[config.mk]
export PLATFORM = sky130hd
export DESIGN_NAME = dsp_flag_unit
export DESIGN_NICKNAME = d
export VERILOG_FILES = /design/src/rtl/dsp_flag_pkg.sv /design/src/rtl/dsp_flag_adder.sv /design/src/rtl/dsp_flag_cond.sv /design/src/rtl/dsp_flag_sat.sv /design/src/rtl/dsp_flag_unit.sv
export SDC_FILE = /design/constraint.sdc
export NUM_CORES = 1
export LEC_CHECK = 0
export BUFFER_PORTS_ARGS = -buffer_cell sky130_fd_sc_hd__buf_2
export CAP_MARGIN = 0
export CORE_MARGIN = 2
export CORE_UTILIZATION = 60
export DETAILED_ROUTE_END_ITERATION = 10
export GPL_TIMING_DRIVEN = 0
export PLACE_DENSITY = 0.84
export SLEW_MARGIN = 25
export SYNTH_ARGS = -nofsm -noshare
export SYNTH_HDL_FRONTEND = slang
export SYNTH_HIERARCHICAL = 1
export SYNTH_SLANG_ARGS = --single-unit
[constraint.sdc]
create_clock -name clk -period 9.21 [get_ports clk]
set_input_delay 1.3815 -clock clk [delete_from_list [all_inputs] [get_ports clk]]
set_output_delay 1.3815 -clock clk [all_outputs]
set_load 0.01 [all_outputs]
[src/rtl/dsp_flag_pkg.sv]
package dsp_flag_pkg;

    typedef enum logic [2:0] {
        OP_ADD  = 3'b000,
        OP_SUB  = 3'b001,
        OP_CMP  = 3'b010,
        OP_ADDC = 3'b011,
        OP_SUBC = 3'b100
    } alu_op_e;

    typedef enum logic [2:0] {
        SEL_CARRY = 3'b000,
        SEL_NEG   = 3'b001,
        SEL_ZERO  = 3'b010,
        SEL_OVF   = 3'b011,
        SEL_GT    = 3'b100,
        SEL_GE    = 3'b101,
        SEL_RSV6  = 3'b110,
        SEL_RSV7  = 3'b111
    } cond_sel_e;

    typedef struct packed {
        logic neg;
        logic zero;
        logic ovf;
        logic orng;
        logic gt;
        logic ge;
    } cond_bits_t;

endpackage

[src/rtl/dsp_flag_adder.sv]
module dsp_flag_adder #(
    parameter int ACC_W = 40
) (
    input  logic [ACC_W-1:0] opa,
    input  logic [ACC_W-1:0] opb,
    input  logic             cin,
    input  logic             subtract,
    output logic [ACC_W+1:0] exact,
    output logic             carry
);
    localparam int EXT_W = ACC_W + 2;

    logic [EXT_W-1:0] ext_a;
    logic [EXT_W-1:0] ext_b;
    logic [ACC_W:0]   uns_sum;

    // Two extra sign bits hold any sum or difference of two signed
    // 40-bit values plus a carry without wrapping.
    assign ext_a = {{2{opa[ACC_W-1]}}, opa};
    assign ext_b = {{2{opb[ACC_W-1]}}, opb};

    always_comb begin
        if (subtract) begin
            exact   = ext_a - ext_b - EXT_W'(cin);
            uns_sum = {1'b0, opa} - {1'b0, opb} - (ACC_W+1)'(cin);
        end else begin
            exact   = ext_a + ext_b + EXT_W'(cin);
            uns_sum = {1'b0, opa} + {1'b0, opb} + (ACC_W+1)'(cin);
        end
    end

    // Bit ACC_W of the unsigned form is the carry for add, the borrow for sub.
    assign carry = uns_sum[ACC_W];

endmodule

[src/rtl/dsp_flag_cond.sv]
module dsp_flag_cond
    import dsp_flag_pkg::*;
#(
    parameter int ACC_W  = 40,
    parameter int WORD_W = 32
) (
    input  logic [ACC_W+1:0] exact,
    input  logic             carry,
    input  logic             force_carry,
    input  logic [2:0]       sel,
    input  logic             dc_cur,
    output cond_bits_t       cb,
    output logic             dc_next
);
    localparam int EXT_W = ACC_W + 2;
    localparam int TOP_W = EXT_W - WORD_W + 1;

    logic [2:0]       acc_top;
    logic [TOP_W-1:0] word_top;
    cond_sel_e        sel_e;

    assign acc_top  = exact[EXT_W-1:ACC_W-1];
    assign word_top = exact[EXT_W-1:WORD_W-1];
    assign sel_e    = cond_sel_e'(sel);

    always_comb begin
        cb.neg  = exact[ACC_W-1];
        cb.zero = (exact[ACC_W-1:0] == '0);
        // Fits in N signed bits only if all bits from N-1 upward agree.
        cb.orng = !((&acc_top) || !(|acc_top));
        cb.ovf  = !((&word_top) || !(|word_top));
        // Over-range flips the stored sign; xor restores the true sign.
        cb.ge   = !(cb.neg ^ cb.orng);
        cb.gt   = !((cb.neg ^ cb.orng) || cb.zero);
    end

    always_comb begin
        dc_next = dc_cur;
        if (force_carry) begin
            dc_next = carry;
        end else begin
            unique case (sel_e)
                SEL_CARRY: dc_next = carry;
                SEL_NEG:   dc_next = cb.neg;
                SEL_ZERO:  dc_next = cb.zero;
                SEL_OVF:   dc_next = cb.ovf;
                SEL_GT:    dc_next = cb.gt;
                SEL_GE:    dc_next = cb.ge;
                SEL_RSV6,
                SEL_RSV7:  dc_next = dc_cur;
                default:   dc_next = dc_cur;
            endcase
        end
    end

endmodule

[src/rtl/dsp_flag_sat.sv]
module dsp_flag_sat #(
    parameter int ACC_W       = 40,
    parameter int WORD_W      = 32,
    parameter bit SAT_SUPPORT = 1'b1
) (
    input  logic             sat_en,
    input  logic             ovf,
    input  logic             true_neg,
    input  logic [ACC_W-1:0] raw,
    output logic [ACC_W-1:0] clamped
);
    localparam logic [ACC_W-1:0] POS_LIM = ACC_W'((64'd1 << (WORD_W - 1)) - 64'd1);
    localparam logic [ACC_W-1:0] NEG_LIM = ~POS_LIM;

    generate
        if (SAT_SUPPORT) begin : g_sat
            always_comb begin
                if (sat_en && ovf) begin
                    clamped = true_neg ? NEG_LIM : POS_LIM;
                end else begin
                    clamped = raw;
                end
            end
        end else begin : g_pass
            logic unused_ok;
            assign unused_ok = sat_en ^ ovf ^ true_neg;
            assign clamped   = raw;
        end
    endgenerate

endmodule

[src/rtl/dsp_flag_unit.sv]
module dsp_flag_unit
    import dsp_flag_pkg::*;
#(
    parameter int GUARD_W     = 8,
    parameter int WORD_W      = 32,
    parameter bit SAT_SUPPORT = 1'b1
) (
    input  logic                        clk,
    input  logic                        rst,
    input  logic                        op_valid,
    input  logic [2:0]                  op_code,
    input  logic [2:0]                  cond_sel,
    input  logic                        sat_en,
    input  logic [GUARD_W+WORD_W-1:0]   src1,
    input  logic [GUARD_W+WORD_W-1:0]   src2,
    output logic [GUARD_W+WORD_W-1:0]   result,
    output logic                        dc_flag,
    output logic                        n_flag,
    output logic                        z_flag,
    output logic                        v_flag,
    output logic                        gt_flag
);
    localparam int ACC_W = GUARD_W + WORD_W;
    localparam int EXT_W = ACC_W + 2;

    alu_op_e          op;
    logic             flag_op;
    logic             wr_res;
    logic             use_sub;
    logic             carry_op;
    logic [EXT_W-1:0] exact;
    logic             carry;
    cond_bits_t       cb;
    logic             dc_next;
    logic [ACC_W-1:0] res_next;

    logic [ACC_W-1:0] result_q;
    logic             dc_q, n_q, z_q, v_q, gt_q;

    assign op = alu_op_e'(op_code);

    // Operation decode
    always_comb begin
        flag_op  = 1'b1;
        wr_res   = 1'b1;
        use_sub  = 1'b0;
        carry_op = 1'b0;
        unique case (op)
            OP_ADD:  ;
            OP_SUB:  use_sub = 1'b1;
            OP_CMP:  begin use_sub = 1'b1; wr_res = 1'b0; end
            OP_ADDC: carry_op = 1'b1;
            OP_SUBC: begin use_sub = 1'b1; carry_op = 1'b1; end
            default: begin flag_op = 1'b0; wr_res = 1'b0; end
        endcase
    end

    dsp_flag_adder #(.ACC_W(ACC_W)) u_adder (
        .opa      (src1),
        .opb      (src2),
        .cin      (carry_op & dc_q),
        .subtract (use_sub),
        .exact    (exact),
        .carry    (carry)
    );

    dsp_flag_cond #(.ACC_W(ACC_W), .WORD_W(WORD_W)) u_cond (
        .exact       (exact),
        .carry       (carry),
        .force_carry (carry_op),
        .sel         (cond_sel),
        .dc_cur      (dc_q),
        .cb          (cb),
        .dc_next     (dc_next)
    );

    dsp_flag_sat #(.ACC_W(ACC_W), .WORD_W(WORD_W), .SAT_SUPPORT(SAT_SUPPORT)) u_sat (
        .sat_en   (sat_en),
        .ovf      (cb.ovf),
        .true_neg (exact[EXT_W-1]),
        .raw      (exact[ACC_W-1:0]),
        .clamped  (res_next)
    );

    // State register
    always_ff @(posedge clk) begin
        if (rst) begin
            result_q <= '0;
            dc_q     <= 1'b0;
            n_q      <= 1'b0;
            z_q      <= 1'b0;
            v_q      <= 1'b0;
            gt_q     <= 1'b0;
        end else if (op_valid && flag_op) begin
            dc_q <= dc_next;
            n_q  <= cb.neg;
            z_q  <= cb.zero;
            v_q  <= cb.ovf;
            gt_q <= cb.gt;
            if (wr_res) begin
                result_q <= res_next;
            end
        end
    end

    // Outputs
    always_comb begin
        result  = result_q;
        dc_flag = dc_q;
        n_flag  = n_q;
        z_flag  = z_q;
        v_flag  = v_q;
        gt_flag = gt_q;
    end

    assert_reset_clears_R1: assert property (@(posedge clk)
        rst |=> (result_q == '0) && !dc_q && !n_q && !z_q && !v_q && !gt_q);

    assert_gt_signed_R3: assert property (@(posedge clk) disable iff (rst)
        (op_valid && op_code == 3'b010)
        |=> gt_q == ($signed($past(src1)) > $signed($past(src2))));

    assert_ge_signed_R4: assert property (@(posedge clk) disable iff (rst)
        (op_valid && op_code == 3'b010 && cond_sel == 3'b101)
        |=> dc_q == ($signed($past(src1)) >= $signed($past(src2))));

    assert_dc_hold_reserved_R8: assert property (@(posedge clk) disable iff (rst)
        (op_valid && op_code <= 3'b010 && cond_sel[2:1] == 2'b11)
        |=> dc_q == $past(dc_q));

    assert_sat_in_range_R10: assert property (@(posedge clk) disable iff (rst)
        (op_valid && sat_en && op_code != 3'b010 && op_code <= 3'b100)
        |=> ((&result_q[ACC_W-1:WORD_W-1]) || !(|result_q[ACC_W-1:WORD_W-1])));

    assert_idle_stable_R11: assert property (@(posedge clk) disable iff (rst)
        (!op_valid || op_code > 3'b100)
        |=> $stable(result_q) && $stable(dc_q) && $stable(n_q)
            && $stable(z_q) && $stable(v_q) && $stable(gt_q));

endmodule

# Word-level counts from Yosys, hierarchy flattened
# Index checks and enable logic that the tools add are counted.
totals:
  reg_bits: 45
  output_inout_bits: 45
  wordCells: 63
classes:
  n_addsub: 8
  eq_ne: 12
  n_mux: 10
  n_bitwise: 2
  reduce_logical: 25
op_table:
  columns: ["op", "n"]
  rows:
  - ["$add A40 B40 Y41", 2]
  - ["$sub A40 B40 Y41", 2]
  - ["$mux W40", 2]
  - ["$add A42 B1 Y42", 1]
  - ["$mux W42", 1]
  - ["$sub A42 B1 Y42", 1]
  - ["$add A41 B1 Y41", 1]
  - ["$mux W41", 1]
  - ["$sub A41 B1 Y41", 1]
  - ["$logic_not A40 Y1", 1]
  - ["$eq A3 B3 Y1 const B", 5]
  - ["$eq A3 B2 Y1 const B", 4]
  - ["$reduce_and A11 Y1", 1]
  - ["$reduce_or A11 Y1", 1]
  - ["$eq A3 B1 Y1 const B", 2]
  - ["$logic_not A1 Y1", 6]
  - ["$logic_not A3 Y1", 2]
  - ["$pmux W1 S6", 1]
  - ["$reduce_or A3 Y1", 2]
  - ["$mux W1", 5]
  - ["$reduce_or A5 Y1", 1]
  - ["$reduce_and A2 Y1", 2]
  - ["$reduce_or A2 Y1", 2]
  - ["$reduce_or A4 Y1", 1]
  - ["6 further kinds", 9]

# Depth between registers and ports, before layout
logic_depth:
  word_depth: 15
  ltp_mapped: 27

# Cells and area by module
# The synthesis kept the hierarchy.
by_module_without_submodules:
  columns: ["mod", "n_inst", "cells_each", "area_per_inst_um2"]
  rows:
  - ["dsp_flag_adder", 1, 843, 5651.7]
  - ["dsp_flag_unit", 1, 205, 2095.8]
  - ["dsp_flag_sat", 1, 52, 390.4]
  - ["dsp_flag_cond", 1, 41, 277.8]

# Worst setup path after synthesis
# OpenSTA, ideal clock, no wires.
synth_path:
  path_kind: "input port to flip-flop"
  startpoint: "in op_code[1]"
  endpoint: "reg result_q[10] (netlist: result[10])"
  arrival_ns: 6.763
  required_time_ns: 9.092
  path_slack_ns: 2.329
  stages: 26
  cell_sequence: "or3b_2 -> o21ai_0 -> and2_1 -> fa_1 -> ha_1 -> or2_2 -> fa_1 -> nand2b_1 -> o21ai_1 -> a31oi_1 -> a311oi_2 -> o31ai_2 -> a211o_1 -> a31o_1 -> a21oi_2 -> xnor2_1 -> a21oi_1 -> or3_1 -> nor3_1 -> nor2_1 -> and3b_1 -> buf_6 -> buf_6 -> a21o_1 -> nand2b_1 -> mux2i_1"
synth_rtl:
  columns: ["element", "line", "source"]
  rows:
  - ["start, declared", "dsp_flag_unit.sv:11", "input logic [2:0] op_code,"]
  - ["end signal, assigned", "dsp_flag_unit.sv:101", "result_q <= res_next;"]
  - ["end, declared", "dsp_flag_unit.sv:37", "logic [ACC_W-1:0] result_q;"]

==> impl_metrics.env <==
export IMPL_p_leak_nw=4.61
export IMPL_post_drt_wl_per_cell_um=15.9
export IMPL_grt_remaining_overflow=0
export IMPL_core_area_mm2=0.0138
export IMPL_setup_worst_path_start_class="input pin"
export IMPL_yosys_warnings=6
export IMPL_ant_nets=0
export IMPL_finalHoldViolCount=0
export IMPL_initial_core_util_pct=61.0
export IMPL_crit_required_ns=9.42
export IMPL_die_width_um=122
export IMPL_fin_cells=1460
export IMPL_htree_levels=2
export IMPL_period_minus_slack_ns=7.67
export IMPL_die_h_um=122
export IMPL_num_antenna_cells=0
export IMPL_grt_pass1_vias=8257
export IMPL_grtUsageTotal_pct=30.7
export IMPL_avgSynthCellArea_um2=7.38
export IMPL_slew_headroom_pct=50.0
export IMPL_fin_area_mm2=0.00944
export IMPL_critPathCaptureType="flop"
export IMPL_syn_to_final_growth_pct=12.3
export IMPL_io_buffers=133
export IMPL_cts_hold_fix_buffers=0
export IMPL_cts_sinks=45
export IMPL_grt_pass1_wl_mm=37.8
export IMPL_rows=43
export IMPL_powerDensity_mw_per_mm2=119
export IMPL_post_cts_resized=0
export IMPL_gp_congestion=0.930
export IMPL_grt_antenna_before_repair=0
export IMPL_r2r_slack_ns=2.91
export IMPL_clkTransAtPathRegs_ns=0.06
export IMPL_cp_slowest_cell="a311oi_2"
export IMPL_ir_drop_mv=0.0754
export IMPL_finalClockSkew_ns=0.00462
export IMPL_clock_latency_ns=0.29
export IMPL_die_area_mm2=0.0150
export IMPL_status="completed"
export IMPL_place_inst=1452
export IMPL_slew_violations=0
export IMPL_cts_buffers=5
export IMPL_wl_mm=23.3
export IMPL_worst_slew_pin_slew_ns=0.750
export IMPL_first_iter_violations=641
export IMPL_root_buffer="clkbuf_16"
export IMPL_place_area_mm2=0.00930
export IMPL_synth_cells=1139
export IMPL_setup_viol=0
export IMPL_postCtsSetupBuffers=0
export IMPL_synth_nets=1350
export IMPL_hp_class="flop to flop"
export IMPL_cts_tree="done"
export IMPL_drv_cap=0
export IMPL_vias=8686
export IMPL_drc=0
export IMPL_crit_type="input pin to flop"
export IMPL_place_hpwl_mm=19.1
export IMPL_final_nets=1490
export IMPL_viasPerCell=5.95
export IMPL_ios=135
export IMPL_final_period_utilization_pct=83.2
export IMPL_path_max_fanout=10
export IMPL_syn_cell_area_mm2=0.00840
export IMPL_drive_above_1_share_pct=13.9
export IMPL_cpPeakStageDelay_ns=0.53
export IMPL_fmax_ghz=0.130
export IMPL_firstDrtPassIters=5
export IMPL_rsz0062_at_grt="no"
export IMPL_cts_buffer_depth=2
export IMPL_finalSetupTns_ns=0
export IMPL_cp_arrival_ns=7.88
export IMPL_grt_max_degree=14
-- placed cells by master (no fill, tap or decap), types with 12 or more instances in the layout --
master,instances
a211oi_1,12
a21o_1,57
a21oi_1,108
buf_2,138
clkbuf_1,26
dfxtp_1,45
ha_1,117
inv_1,133
mux2i_1,52
nand2_1,47
nand2b_1,96
nand3_1,15
nand4_1,16
nor2_1,74
nor3_1,27
nor4_1,17
o21ai_0,42
o21bai_1,23
xnor2_1,55
xor2_1,15
-- final timing paths --
path | cells past startpoint | from | endpoint
max reg2reg | 24 | dc_flag | result[12]
min reg2reg | 2 | result[13] | result[13]
min | 2 | result[13] | result[13]
max | 26 | op_code[1] | result[12]
-- worst max-delay path: cells and delay by family --
kind                       cells  cell delay (ns)
AOI/OAI and AO/OA             10             2.33
and+or+nand+nor                9             2.28
adders and majority gates      3             1.08
buffers and inverters          2             0.52
muxes                          1             0.15
xor gates and xnor gates       1             0.14
-- state kept, by name (all words and copies together), names as in the netlist --
register  count
gt_flag       1
n_flag        1
v_flag        1
z_flag        1
dc_flag       1
result       40
-- metrics by stage --
step | worst slack [ns] | hold slack [ns] | utilization [%] | power (mW)
6_report | 1.54 | 0.470 | 68.5 | 1.12
5_1_grt | 1.14 | 0.497 | 68.5 | 1.20
4_1_cts | 1.60 | 0.472 | 68.5 | 1.11
3_5_place_dp | 1.37 | 0.460 | 67.5 | 0.929
3_3_place_gp | 1.46 | 0.456 | 67.5 | 0.915
2_1_floorplan | 2.36 | 0.493 | - | 0.753
-- layout make-up --
| cell class | instances | area, um2 |
|---|---|---|
| multi-input cells | 919 | 6740 |
| fillers | 1224 | 4330 |
| flip-flops and latches | 45 | 901 |
| repair buffers | 133 | 666 |
| inverters | 134 | 503 |
| plain buffers | 41 | 267 |
| well taps | 180 | 225 |
| clock buffers | 6 | 129 |
| clock inverters | 2 | 10.0 |
-- layer usage --
layer / vias up / global-route usage [%] / routed length [um]
met3: 78 / 4.55 / 1610
li1: 4277 / - / -
met4: 0 / 13.8 / 997
met2: 378 / 52.2 / 10600
met5: - / 0 / 0
met1: 3953 / 38.3 / 10100
-- power breakdown --
part           internal, mW  total, mW  switching [mW]
Sequential            0.212      0.223          0.0117
Clock                0.0998      0.176          0.0766
Combinational         0.300      0.720           0.420
Power figures use the tool's default switching activity.
